==> config.mk <==
export PLATFORM = sky130hd
export DESIGN_NAME = dram_cmd_seq
export DESIGN_NICKNAME = d
export VERILOG_FILES = /design/src/rtl/dseq_pkg.sv /design/src/rtl/dseq_bank.sv /design/src/rtl/dseq_refresh.sv /design/src/rtl/dseq_rdpipe.sv /design/src/rtl/dram_cmd_seq.sv
export SDC_FILE = /design/constraint.sdc
export NUM_CORES = 1
export LEC_CHECK = 0
export ABC_AREA = 1
export BUFFER_PORTS_ARGS = -buffer_cell sky130_fd_sc_hd__buf_2
export CAP_MARGIN = 20
export CORE_ASPECT_RATIO = 1.5
export CORE_UTILIZATION = 47
export CTS_CLUSTER_SIZE = 8
export DETAILED_ROUTE_END_ITERATION = 10
export SETUP_SLACK_MARGIN = 0.1
export SYNTH_ARGS = -nofsm -noshare
export SYNTH_HDL_FRONTEND = slang
export SYNTH_HIERARCHICAL = 1
export SYNTH_SLANG_ARGS = --single-unit
export TNS_END_PERCENT = 30
==> constraint.sdc <==
create_clock -name clk -period 2.8 [get_ports clk]
set_clock_uncertainty 0.2 [all_clocks]
set_input_delay 0.14 -clock clk [delete_from_list [all_inputs] [get_ports clk]]
set_output_delay 0.14 -clock clk [all_outputs]
set_load 0.005 [all_outputs]
==> src/rtl/dseq_pkg.sv <==
package dseq_pkg;

    typedef enum logic [2:0] {
        CMD_NOP = 3'd0,
        CMD_ACT = 3'd1,
        CMD_RD  = 3'd2,
        CMD_WR  = 3'd3,
        CMD_PRE = 3'd4,
        CMD_REF = 3'd5
    } cmd_e;

    typedef enum logic [1:0] {
        BK_IDLE   = 2'd0,
        BK_ACTIVE = 2'd1,
        BK_PRECH  = 2'd2
    } bank_st_e;

    function automatic int unsigned width_of(input int unsigned n);
        return (n <= 1) ? 1 : $clog2(n);
    endfunction

    function automatic int unsigned max3(input int unsigned a, input int unsigned b,
                                         input int unsigned c);
        int unsigned m;
        m = (a > b) ? a : b;
        return (m > c) ? m : c;
    endfunction

endpackage

==> src/rtl/dseq_bank.sv <==
module dseq_bank
    import dseq_pkg::*;
#(
    parameter int ROW_W = 10,
    parameter int T_RCD = 3,
    parameter int T_RAS = 6,
    parameter int T_RP  = 3
) (
    input  logic             clk,
    input  logic             rst,
    input  logic             act_i,
    input  logic             pre_i,
    input  logic             col_i,
    input  logic [ROW_W-1:0] row_i,
    output logic             is_open_o,
    output logic [ROW_W-1:0] open_row_o,
    output logic             can_act_o,
    output logic             can_pre_o,
    output logic             can_col_o
);
    localparam int TMAX  = max3(T_RCD, T_RAS, T_RP);
    localparam int CNT_W = $clog2(TMAX + 1);

    bank_st_e         state_q;
    logic [ROW_W-1:0] row_q;
    logic [CNT_W-1:0] rcd_q, ras_q, rp_q;

    always_ff @(posedge clk) begin
        if (rst) begin
            state_q <= BK_IDLE;
            row_q   <= '0;
            rcd_q   <= '0;
            ras_q   <= '0;
            rp_q    <= '0;
        end else begin
            if (rcd_q != '0) rcd_q <= rcd_q - 1'b1;
            if (ras_q != '0) ras_q <= ras_q - 1'b1;
            if (rp_q  != '0) rp_q  <= rp_q  - 1'b1;
            if (act_i) begin
                state_q <= BK_ACTIVE;
                row_q   <= row_i;
                rcd_q   <= CNT_W'(T_RCD - 1);
                ras_q   <= CNT_W'(T_RAS - 1);
            end else if (pre_i) begin
                state_q <= BK_PRECH;
                rp_q    <= CNT_W'(T_RP - 1);
            end else if (state_q == BK_PRECH && rp_q == '0) begin
                state_q <= BK_IDLE;
            end
        end
    end

    assign is_open_o  = (state_q == BK_ACTIVE);
    assign open_row_o = row_q;
    assign can_act_o  = (state_q == BK_IDLE) || (state_q == BK_PRECH && rp_q == '0);
    assign can_pre_o  = (state_q == BK_ACTIVE) && (ras_q == '0);
    assign can_col_o  = (state_q == BK_ACTIVE) && (rcd_q == '0);

    // activate only into a closed bank whose precharge time has run out
    assert_act_closed_R2: assert property (@(posedge clk) disable iff (rst)
        act_i |-> (state_q != BK_ACTIVE && rp_q == '0));

    // precharge only after the activate-to-precharge minimum
    assert_pre_after_ras_R4: assert property (@(posedge clk) disable iff (rst)
        pre_i |-> (state_q == BK_ACTIVE && ras_q == '0));

    // column access only into an open row after activate-to-column time
    assert_col_after_rcd_R3: assert property (@(posedge clk) disable iff (rst)
        col_i |-> (state_q == BK_ACTIVE && rcd_q == '0));

    // one operation per bank per clock
    assert_one_op_R5: assert property (@(posedge clk) disable iff (rst)
        $onehot0({act_i, pre_i, col_i}));

    // an activate leaves the bank open with the requested row
    assert_act_opens_R2: assert property (@(posedge clk) disable iff (rst)
        act_i |=> (state_q == BK_ACTIVE && row_q == $past(row_i)));

endmodule

==> src/rtl/dseq_refresh.sv <==
module dseq_refresh #(
    parameter int T_REFI = 250,
    parameter int T_RFC  = 10
) (
    input  logic clk,
    input  logic rst,
    input  logic ref_issue_i,
    output logic pending_o,
    output logic busy_o
);
    localparam int IW = (T_REFI <= 2) ? 1 : $clog2(T_REFI);
    localparam int RW = $clog2(T_RFC + 1);

    logic [IW-1:0] intv_q;
    logic [RW-1:0] rfc_q;
    logic          pending_q, busy_q;

    always_ff @(posedge clk) begin
        if (rst) begin
            intv_q    <= '0;
            rfc_q     <= '0;
            pending_q <= 1'b0;
            busy_q    <= 1'b0;
        end else begin
            if (rfc_q != '0) rfc_q <= rfc_q - 1'b1;
            if (busy_q && rfc_q == '0) busy_q <= 1'b0;
            if (ref_issue_i) begin
                pending_q <= 1'b0;
                busy_q    <= 1'b1;
                rfc_q     <= RW'(T_RFC - 1);
            end
            if (intv_q == IW'(T_REFI - 1)) begin
                intv_q    <= '0;
                pending_q <= 1'b1;
            end else begin
                intv_q <= intv_q + 1'b1;
            end
        end
    end

    assign pending_o = pending_q;
    assign busy_o    = busy_q;

    // a refresh command is only issued against a pending request for one
    assert_ref_pending_R6: assert property (@(posedge clk) disable iff (rst)
        ref_issue_i |-> pending_q);

    // no second refresh while the recovery window runs
    assert_no_ref_busy_R8: assert property (@(posedge clk) disable iff (rst)
        busy_q |-> !ref_issue_i);

endmodule

==> src/rtl/dseq_rdpipe.sv <==
module dseq_rdpipe #(
    parameter int CL   = 4,
    parameter int ID_W = 4
) (
    input  logic            clk,
    input  logic            rst,
    input  logic            rd_i,
    input  logic [ID_W-1:0] id_i,
    output logic            valid_o,
    output logic [ID_W-1:0] id_o
);
    logic            v_q  [CL];
    logic [ID_W-1:0] id_q [CL];

    for (genvar k = 0; k < CL; k++) begin : g_stage
        if (k == 0) begin : g_first
            always_ff @(posedge clk) begin
                if (rst) v_q[k] <= 1'b0;
                else     v_q[k] <= rd_i;
                id_q[k] <= id_i;
            end
        end else begin : g_next
            always_ff @(posedge clk) begin
                if (rst) v_q[k] <= 1'b0;
                else     v_q[k] <= v_q[k-1];
                id_q[k] <= id_q[k-1];
            end
        end
    end

    assign valid_o = v_q[CL-1];
    assign id_o    = id_q[CL-1];

endmodule

==> src/rtl/dram_cmd_seq.sv <==
module dram_cmd_seq
    import dseq_pkg::*;
#(
    parameter int NUM_BANKS = 4,
    parameter int ROW_W     = 10,
    parameter int COL_W     = 6,
    parameter int ID_W      = 4,
    parameter int T_RCD     = 3,
    parameter int T_RP      = 3,
    parameter int T_RAS     = 6,
    parameter int T_RFC     = 10,
    parameter int T_REFI    = 250,
    parameter int CL        = 4,
    localparam int BANK_W   = width_of(NUM_BANKS),
    localparam int ADDR_W   = ROW_W + BANK_W + COL_W,
    localparam int CA_W     = (ROW_W > COL_W) ? ROW_W : COL_W
) (
    input  logic              clk,
    input  logic              rst,
    input  logic              req_valid_i,
    output logic              req_ready_o,
    input  logic              req_write_i,
    input  logic [ADDR_W-1:0] req_addr_i,
    input  logic [ID_W-1:0]   req_id_i,
    output logic [2:0]        cmd_o,
    output logic [BANK_W-1:0] cmd_bank_o,
    output logic [CA_W-1:0]   cmd_addr_o,
    output logic              resp_valid_o,
    output logic [ID_W-1:0]   resp_id_o
);
    typedef struct packed {
        logic              wr;
        logic [ROW_W-1:0]  row;
        logic [BANK_W-1:0] bank;
        logic [COL_W-1:0]  col;
        logic [ID_W-1:0]   id;
    } req_t;

    req_t held_q;
    logic held_v_q;

    logic [NUM_BANKS-1:0] act_vec, pre_vec, col_vec;
    logic [NUM_BANKS-1:0] is_open, can_act, can_pre, can_col;
    logic [ROW_W-1:0]     open_row [NUM_BANKS];
    logic ref_pending, ref_busy, ref_issue, done;

    cmd_e              sel_cmd;
    logic [BANK_W-1:0] sel_bank;
    logic [CA_W-1:0]   sel_addr;

    cmd_e            cmd_q;
    logic [BANK_W-1:0] bank_q;
    logic [CA_W-1:0] addr_q;
    logic [ID_W-1:0] cmd_id_q;

    for (genvar g = 0; g < NUM_BANKS; g++) begin : g_bank
        dseq_bank #(
            .ROW_W (ROW_W),
            .T_RCD (T_RCD),
            .T_RAS (T_RAS),
            .T_RP  (T_RP)
        ) u_bank (
            .clk        (clk),
            .rst        (rst),
            .act_i      (act_vec[g]),
            .pre_i      (pre_vec[g]),
            .col_i      (col_vec[g]),
            .row_i      (held_q.row),
            .is_open_o  (is_open[g]),
            .open_row_o (open_row[g]),
            .can_act_o  (can_act[g]),
            .can_pre_o  (can_pre[g]),
            .can_col_o  (can_col[g])
        );
    end

    dseq_refresh #(
        .T_REFI (T_REFI),
        .T_RFC  (T_RFC)
    ) u_refresh (
        .clk         (clk),
        .rst         (rst),
        .ref_issue_i (ref_issue),
        .pending_o   (ref_pending),
        .busy_o      (ref_busy)
    );

    assign req_ready_o = !held_v_q && !ref_pending && !ref_busy;

    always_ff @(posedge clk) begin
        if (rst) begin
            held_v_q <= 1'b0;
            held_q   <= '0;
        end else if (req_valid_i && req_ready_o) begin
            held_v_q     <= 1'b1;
            held_q.wr    <= req_write_i;
            held_q.col   <= req_addr_i[COL_W-1:0];
            held_q.bank  <= req_addr_i[COL_W +: BANK_W];
            held_q.row   <= req_addr_i[ADDR_W-1 -: ROW_W];
            held_q.id    <= req_id_i;
        end else if (done) begin
            held_v_q <= 1'b0;
        end
    end

    // One command per clock: the held request first, refresh only when idle.
    always_comb begin
        logic found;
        sel_cmd   = CMD_NOP;
        sel_bank  = '0;
        sel_addr  = '0;
        act_vec   = '0;
        pre_vec   = '0;
        col_vec   = '0;
        ref_issue = 1'b0;
        done      = 1'b0;
        found     = 1'b0;
        if (held_v_q) begin
            sel_bank = held_q.bank;
            if (is_open[held_q.bank] && open_row[held_q.bank] == held_q.row) begin
                if (can_col[held_q.bank]) begin
                    sel_cmd               = held_q.wr ? CMD_WR : CMD_RD;
                    sel_addr              = CA_W'(held_q.col);
                    col_vec[held_q.bank]  = 1'b1;
                    done                  = 1'b1;
                end
            end else if (is_open[held_q.bank]) begin
                if (can_pre[held_q.bank]) begin
                    sel_cmd              = CMD_PRE;
                    pre_vec[held_q.bank] = 1'b1;
                end
            end else if (can_act[held_q.bank]) begin
                sel_cmd              = CMD_ACT;
                sel_addr             = CA_W'(held_q.row);
                act_vec[held_q.bank] = 1'b1;
            end
        end else if (ref_pending) begin
            if (|is_open) begin
                for (int i = 0; i < NUM_BANKS; i++) begin
                    if (!found && is_open[i] && can_pre[i]) begin
                        found      = 1'b1;
                        sel_cmd    = CMD_PRE;
                        sel_bank   = BANK_W'(i);
                        pre_vec[i] = 1'b1;
                    end
                end
            end else if (&can_act) begin
                sel_cmd   = CMD_REF;
                ref_issue = 1'b1;
            end
        end
    end

    always_ff @(posedge clk) begin
        if (rst) begin
            cmd_q    <= CMD_NOP;
            bank_q   <= '0;
            addr_q   <= '0;
            cmd_id_q <= '0;
        end else begin
            cmd_q    <= sel_cmd;
            bank_q   <= sel_bank;
            addr_q   <= sel_addr;
            cmd_id_q <= held_q.id;
        end
    end

    assign cmd_o      = cmd_q;
    assign cmd_bank_o = bank_q;
    assign cmd_addr_o = addr_q;

    dseq_rdpipe #(
        .CL   (CL),
        .ID_W (ID_W)
    ) u_rdpipe (
        .clk     (clk),
        .rst     (rst),
        .rd_i    (cmd_q == CMD_RD),
        .id_i    (cmd_id_q),
        .valid_o (resp_valid_o),
        .id_o    (resp_id_o)
    );

    // across all banks and refresh, at most one operation per clock
    assert_single_cmd_R5: assert property (@(posedge clk) disable iff (rst)
        $countones({act_vec, pre_vec, col_vec, ref_issue}) <= 1);

    // the scheduler stays silent during refresh recovery
    assert_quiet_recovery_R8: assert property (@(posedge clk) disable iff (rst)
        ref_busy |-> (sel_cmd == CMD_NOP));

    // refresh only with every bank closed
    assert_ref_all_closed_R7: assert property (@(posedge clk) disable iff (rst)
        ref_issue |-> (is_open == '0));

    // an accepted request blocks the next one for at least a cycle
    assert_one_at_a_time_R10: assert property (@(posedge clk) disable iff (rst)
        (req_valid_i && req_ready_o) |=> !req_ready_o);

endmodule

## After elaboration in Yosys (flattened, before gate mapping)

Memory sizes are Yosys's and may differ from the RTL's.
Cells that the tools add are included.
W data, S select, Z words.

| word-level totals | value |
|---|---|
| memories | 2 |
| output and inout port bits | 21 |
| input port bits | 26 |
| bits in registers | 141 |
| logic and storage cells | 301 |
| bits in writable memories | 20 |

Memory list:

| memory | words | width | read ports | clocked after Yosys merged registers in | write ports | line | source |
|---|---|---|---|---|---|---|---|
| u_rdpipe.id_q | 4 | 4 | 4 | 0 | 4 | dseq_rdpipe.sv:13 | `logic [ID_W-1:0] id_q [CL];` |
| u_rdpipe.v_q | 4 | 1 | 4 | 0 | 4 | dseq_rdpipe.sv:12 | `logic v_q [CL];` |

| operators by class | value |
|---|---|
| multiplexer cells | 124 |
| bitwise operators | 6 |
| reduce and logical (&&, ||, !) cells | 94 |
| $add $sub $neg | 14 |
| $lt $le $gt $ge | 3 |
| equal/unequal tests | 11 |

Operators by type and width:

| operator | count |
|---|---|
| $mux W3 | 31 |
| $mux W10 | 5 |
| $mux W4 | 12 |
| $reduce_bool A3 Y1 | 16 |
| $mux W1 | 47 |
| $mux W2 | 22 |
| $logic_not A3 Y1 | 12 |
| $sub A3 B1 Y3 const B | 12 |
| $reduce_bool A2 Y1 | 16 |
| $logic_and A1 B1 Y1 | 25 |
| $bmux W10 S2 | 1 |
| $reduce_or A2 Y1 | 7 |
| $eq A10 B10 Y1 | 1 |
| $add A8 B1 Y8 const B | 1 |
| $bmux W1 S2 | 4 |
| $eq A2 B1 Y1 const B | 4 |
| $eq A2 B2 Y1 const B | 4 |
| $eq A8 B8 Y1 const B | 1 |
| $logic_not A2 Y1 | 4 |
| $logic_not A1 Y1 | 6 |
| $mux W6 | 1 |
| $logic_not A4 Y1 | 1 |
| $logic_or A1 B1 Y1 | 4 |
| $or A1 B1 Y1 | 4 |
| other kinds (11) | 11 |

## Depth between registers and ports, before layout

| logic depth | value |
|---|---|
| depth after elaboration | 30 |
| mapped depth | 19 |
| depth with buffers taken out | 17 |

## Cells and area by module

Netlist, hierarchy kept.

Modules (own cells, without submodules):

| module | seq. area each (µm²) | cells an instance | area each (µm²) | instances |
|---|---|---|---|---|
| dseq_bank | 420.4 | 117 | 907.1 | 4 |
| dram_cmd_seq | 860.8 | 360 | 2308.5 | 1 |
| dseq_refresh | 280.3 | 81 | 645.6 | 1 |
| dseq_rdpipe | 400.4 | 28 | 430.4 | 1 |

## Worst setup path after synthesis

OpenSTA, ideal clock, no wires.

| path | value |
|---|---|
| kind | flip-flop to flip-flop |
| start point | register g_bank[3].u_bank.rp_q[0] |
| end point | register g_bank[2].u_bank.row_q[2] |
| slack | 520 ps |
| library setup time | 116 ps |
| arrival | 1964 ps |
| path buffers | 1 |
| data required time | 2484 ps |
| cell stages (with the launch flop) | 16 |
| path through | dfxtp_1 inv_1 ha_1 ha_1 inv_1 a21oi_1 nand2_1 a21oi_1 a221oi_1 nor2_1 inv_1 nor2_1 inv_2 buf_6 nor2_1 nor2_1 |

| on the way | value |
|---|---|
| word-level cells in the longest chain between the ends | 9 |

Ends and longest elaborated chain:

| item | line | source |
|---|---|---|
| start, declared | dseq_bank.sv:26 | `logic [CNT_W-1:0] rcd_q, ras_q, rp_q;` |
| start signal, assigned | dseq_bank.sv:38 | `if (rp_q != '0) rp_q <= rp_q - 1'b1;` |
| start signal, assigned | dseq_bank.sv:46 | `rp_q <= CNT_W'(T_RP - 1);` |
| $logic_not A3 Y1 | dseq_bank.sv:55 | `assign can_act_o = (state_q == BK_IDLE) \|\| (state_q == BK_PRECH && rp_q == '0);` |
| $logic_and A1 B1 Y1 | dseq_bank.sv:55 |  |
| $logic_or A1 B1 Y1 | dseq_bank.sv:55 |  |
| via can_act[3] | dram_cmd_seq.sv:43 | `logic [NUM_BANKS-1:0] is_open, can_act, can_pre, can_col;` |
| $bmux W1 S2 | dram_cmd_seq.sv:132 | `end else if (can_act[held_q.bank]) begin` |
| $mux W1 (implied by the code) | dram_cmd_seq.sv:132 |  |
| $mux W4 | dram_cmd_seq.sv:132 |  |
| $mux W4 | dram_cmd_seq.sv:127 | `end else if (is_open[held_q.bank]) begin` |
| $mux W4 | dram_cmd_seq.sv:120 | `if (is_open[held_q.bank] && open_row[held_q.bank] == held_q.row) begin` |
| $mux W4 | dram_cmd_seq.sv:118 | `if (held_v_q) begin` |
| via act_vec[2] | dram_cmd_seq.sv:42 | `logic [NUM_BANKS-1:0] act_vec, pre_vec, col_vec;` |
| end signal, assigned | dseq_bank.sv:41 | `row_q <= row_i;` |
| end, declared | dseq_bank.sv:25 | `logic [ROW_W-1:0] row_q;` |

The timed path passes the listed nets, and every way through them passes these cells. The select of a mux whose other input is x is not followed.
A chain may end at the register's enable or synchronous reset.

## Final worst setup path

| path | value |
|---|---|
| start point | register g_bank[3].u_bank.rp_q[0] |
| end point | register g_bank[0].u_bank.ras_q[1] |

| on the way | value |
|---|---|
| word-level cells in the longest chain between the ends | 10 |

Ends and longest elaborated chain:

| item | line | source |
|---|---|---|
| $logic_not A3 Y1 | dseq_bank.sv:55 |  |
| $logic_and A1 B1 Y1 | dseq_bank.sv:55 |  |
| $logic_or A1 B1 Y1 | dseq_bank.sv:55 |  |
| via can_act[3] | dram_cmd_seq.sv:43 |  |
| $bmux W1 S2 | dram_cmd_seq.sv:132 |  |
| $mux W1 (implied by the code) | dram_cmd_seq.sv:132 |  |
| $mux W4 | dram_cmd_seq.sv:132 |  |
| $mux W4 | dram_cmd_seq.sv:127 |  |
| $mux W4 | dram_cmd_seq.sv:120 |  |
| $mux W4 | dram_cmd_seq.sv:118 |  |
| via act_vec[0] | dram_cmd_seq.sv:42 |  |
| $reduce_or A2 Y1 (no source line) | - |  |
| end signal, assigned | dseq_bank.sv:37 | `if (ras_q != '0) ras_q <= ras_q - 1'b1;` |
| end signal, assigned | dseq_bank.sv:43 | `ras_q <= CNT_W'(T_RAS - 1);` |
| end, declared | dseq_bank.sv:26 |  |

The timed path passes the listed nets, and every way through them passes these cells. The select of a mux whose other input is x is not followed.

==> metrics.md <==
| Metric | Value |
|---|---|
| Status | finished, final reports clean |
| Die Ht | 151 um |
| Mapped Area | 0.00699 mm2 |
| RSZ-0062 raised after global routing | yes |
| IR drop worst, VDD | 392 uV |
| Hold EP | u_rdpipe/id_q[0][2] |
| Final #Nets | 1075 |
| GP Congestion | 0.934 |
| Via/cell ratio | 4.82 |
| Non-filler instance count after layout | 1230 |
| H-tree depth | 4 |
| CTS Buffer Depth | 2 |
| GR Overflow Total | 0 |
| PortBufs | 46 |
| CTS Buf Count | 17 |
| 1st-pass router iterations | 7 |
| Total number of clock tree sinks | 161 |
| Max Transition Viols Final | 0 |
| Crit Path Max Fanout | 13 |
| Post-Syn Nets | 987 |
| Critical Path RT | 2.92 ns |
| Number of global-route vias before repair | 5590 |
| Worst setup margin | 0.223 ns |
| WL/cell | 13.3 um |
| Pin count of the biggest net entering global routing | 47 |
| Starting density of the core | 48.1% |
| Post-DP HPWL | 11700 um |
| WP data arrival | 2.70 ns |
| Die width | 102 um |
| Mean Syn Cell Area | 7.50 um2 |
| Number of routed nets with antenna violations | 0 |
| Final WL | 16300 um |
| Core region area | 0.0145 mm2 |
| Placed cells | 1169 |
| Worst R2R End | g_bank[0].u_bank/ras_q[1] |
| Pre-CTS setup slack | 0.104 ns |
| Initial DRC count | 208 |
| CP Launch Type | register |
| Internal reg-to-reg setup slack | 0.22 ns |
| Lkg Pwr | 3.95 nW |
| Hold path start | cmd_id_q[2] |
| Clk slew on worst S/H paths | 0.07 ns |
| Full die area | 0.0154 mm2 |
| Final worst path period need | 2.58 ns |
| Syn. warnings | 6 |
| Reg-to-reg startpoint | g_bank[3].u_bank/rp_q[0] |
| DRC Markers | 0 |
| Num rows | 54 |
| CTS tree | done |
| Total Power | 6.19 mW |
| Worst-Margin Slew | 0.717 ns |
| # diodes | 0 |
| Root Buffer | clkbuf_16 |
| Final Util | 57.4% |
| Hold Path Class | reg2reg |
| Tcrit/Tclk final | 92.0% |
| GR Util All Layers | 22.7% |
| Share of layout cells above drive strength 1 | 15.8% |
| DR vias | 5932 |
| Max-slew headroom | 52.2% |
| Critical path capture point type | register |
| Cell count after synthesis | 933 |
| IO Pins | 47 |
| Setup TNS | 0 ns |
| First-pass GRT wire length | 26400 um |
| F_max | 388 MHz |
| Initial antenna violation count | 0 |
| PD cells | 742 mW/mm2 |
| R2R cell count | 15 |
| WHS Path Cells | 0 |
| Area grow syn2layout | 19.3% |
| Final Hold Viols | 0 |
| Final setup viols | 0 |
| Worst-skew pair later-pin latency | 0.43 ns |
| Kind of critical path | reg2reg |
| Max_cap viols | 0 |
state kept, by name, summed over array words and instances, names as in the netlist, 8 cells and up:
name / cells
cmd_addr_o: 10
g_bank.u_bank/open_row_o: 40
g_bank.u_bank/ras_q: 12
g_bank.u_bank/rcd_q: 12
g_bank.u_bank/rp_q: 12
g_bank.u_bank/state_q: 8
held_q: 23
u_rdpipe/id_q: 16
u_refresh/intv_q: 8
layout make-up:
class | instances | area (um2)
clock buffer | 17 | 425
fill | 1396 | 6190
tap | 196 | 245
clock inverter | 15 | 166
timing repair buffer | 97 | 708
sequential | 161 | 3220
multi-input combinational | 612 | 3070
inverter | 132 | 502
layout by cell type (no fill, tap or decap), types with 2 or more instances in the layout:
| cell | instances |
|---|---|
| clkbuf_16 | 17 |
| buf_12 | 2 |
| a21oi_2 | 15 |
| nand3b_1 | 6 |
| o21ai_0 | 69 |
| buf_4 | 22 |
| nand2_2 | 11 |
| xor2_1 | 2 |
| dlygate4sd3_1 | 25 |
| xnor2_1 | 2 |
| nor2_4 | 2 |
| inv_4 | 2 |
| buf_2 | 46 |
| nor2_1 | 134 |
| clkinv_8 | 3 |
| a21oi_1 | 57 |
| nand2_1 | 204 |
| o21bai_1 | 7 |
| ha_1 | 28 |
| clkinv_4 | 6 |
| nand4_1 | 3 |
| inv_1 | 118 |
| a221oi_1 | 2 |
| dfxtp_1 | 161 |
| o21ai_1 | 3 |
| nor3_1 | 12 |
| nand3_1 | 30 |
| nor2_2 | 13 |
| inv_8 | 5 |
| inv_2 | 11 |
| buf_6 | 2 |
critical path, stage by stage, from the launching register on:
cell and delay (ns):
dfxtp_1 0.31, inv_1 0.07, ha_1 0.18, ha_1 0.22
inv_2 0.08, a21oi_2 0.20, nand2_1 0.08, a21oi_1 0.14
a221oi_1 0.06, nor2_1 0.20, inv_2 0.10, nor2_1 0.16
buf_4 0.24, nor2_2 0.08, o21ai_0 0.09, a21oi_1 0.05
metal layers:
metal | wire length [um] | global-route usage, % | part of all wire, % | vias to the layer above
li1 | - | - | - | 3093
met1 | 6710 | 24.2 | 41 | 2697
met2 | 8630 | 40.9 | 53 | 97
met3 | 366 | 3.74 | 2.2 | 45
met4 | 641 | 13.9 | 3.9 | 0
met5 | 0 | 0 | 0 | -
power by group:
part,switching (mW),total [mW],leakage [nW],internal (mW)
Combinational,0.781,1.29,2.35,0.507
Sequential,0.132,2.64,1.31,2.51
Clock,1.06,2.26,0.290,1.20
Total,1.98,6.19,3.95,4.21
per-stage QoR:
step	cell area, um2	hold WS (ns)
floorplan	6990	0.00244
global placement	7410	0.110
detailed placement	7410	0.112
CTS	8260	0.124
global route	8340	0.134
finish	8340	0.123
worst max-delay path by stage:
stage / from / to / slack [ns] / cells past startpoint
5_1_grt: g_bank[3].u_bank/rp_q[0] / g_bank[2].u_bank/ras_q[1] / 0.005 / 15
3_3_place_gp: g_bank[3].u_bank/rp_q[0] / g_bank[3].u_bank/ras_q[1] / 0.14 / 15
3_5_place_dp: g_bank[3].u_bank/rp_q[0] / g_bank[1].u_bank/rp_q[1] / 0.10 / 16
2_1_floorplan: g_bank[3].u_bank/rp_q[0] / g_bank[2].u_bank/open_row_o[2] / 0.52 / 15
4_1_cts: g_bank[2].u_bank/rp_q[0] / g_bank[1].u_bank/rp_q[1] / 0.13 / 16
6_report: g_bank[3].u_bank/rp_q[0] / g_bank[0].u_bank/ras_q[1] / 0.22 / 15
what timing repair did:
item	CTS	global route
endpoints found under the setup margin	5	91
gates resized for setup	1	17
pin swaps	0	1
hold buffers	25	0
endpoints found under the hold margin	33	0
buffers inserted	0	4
Note: power is estimated with default switching activity, not from simulation.
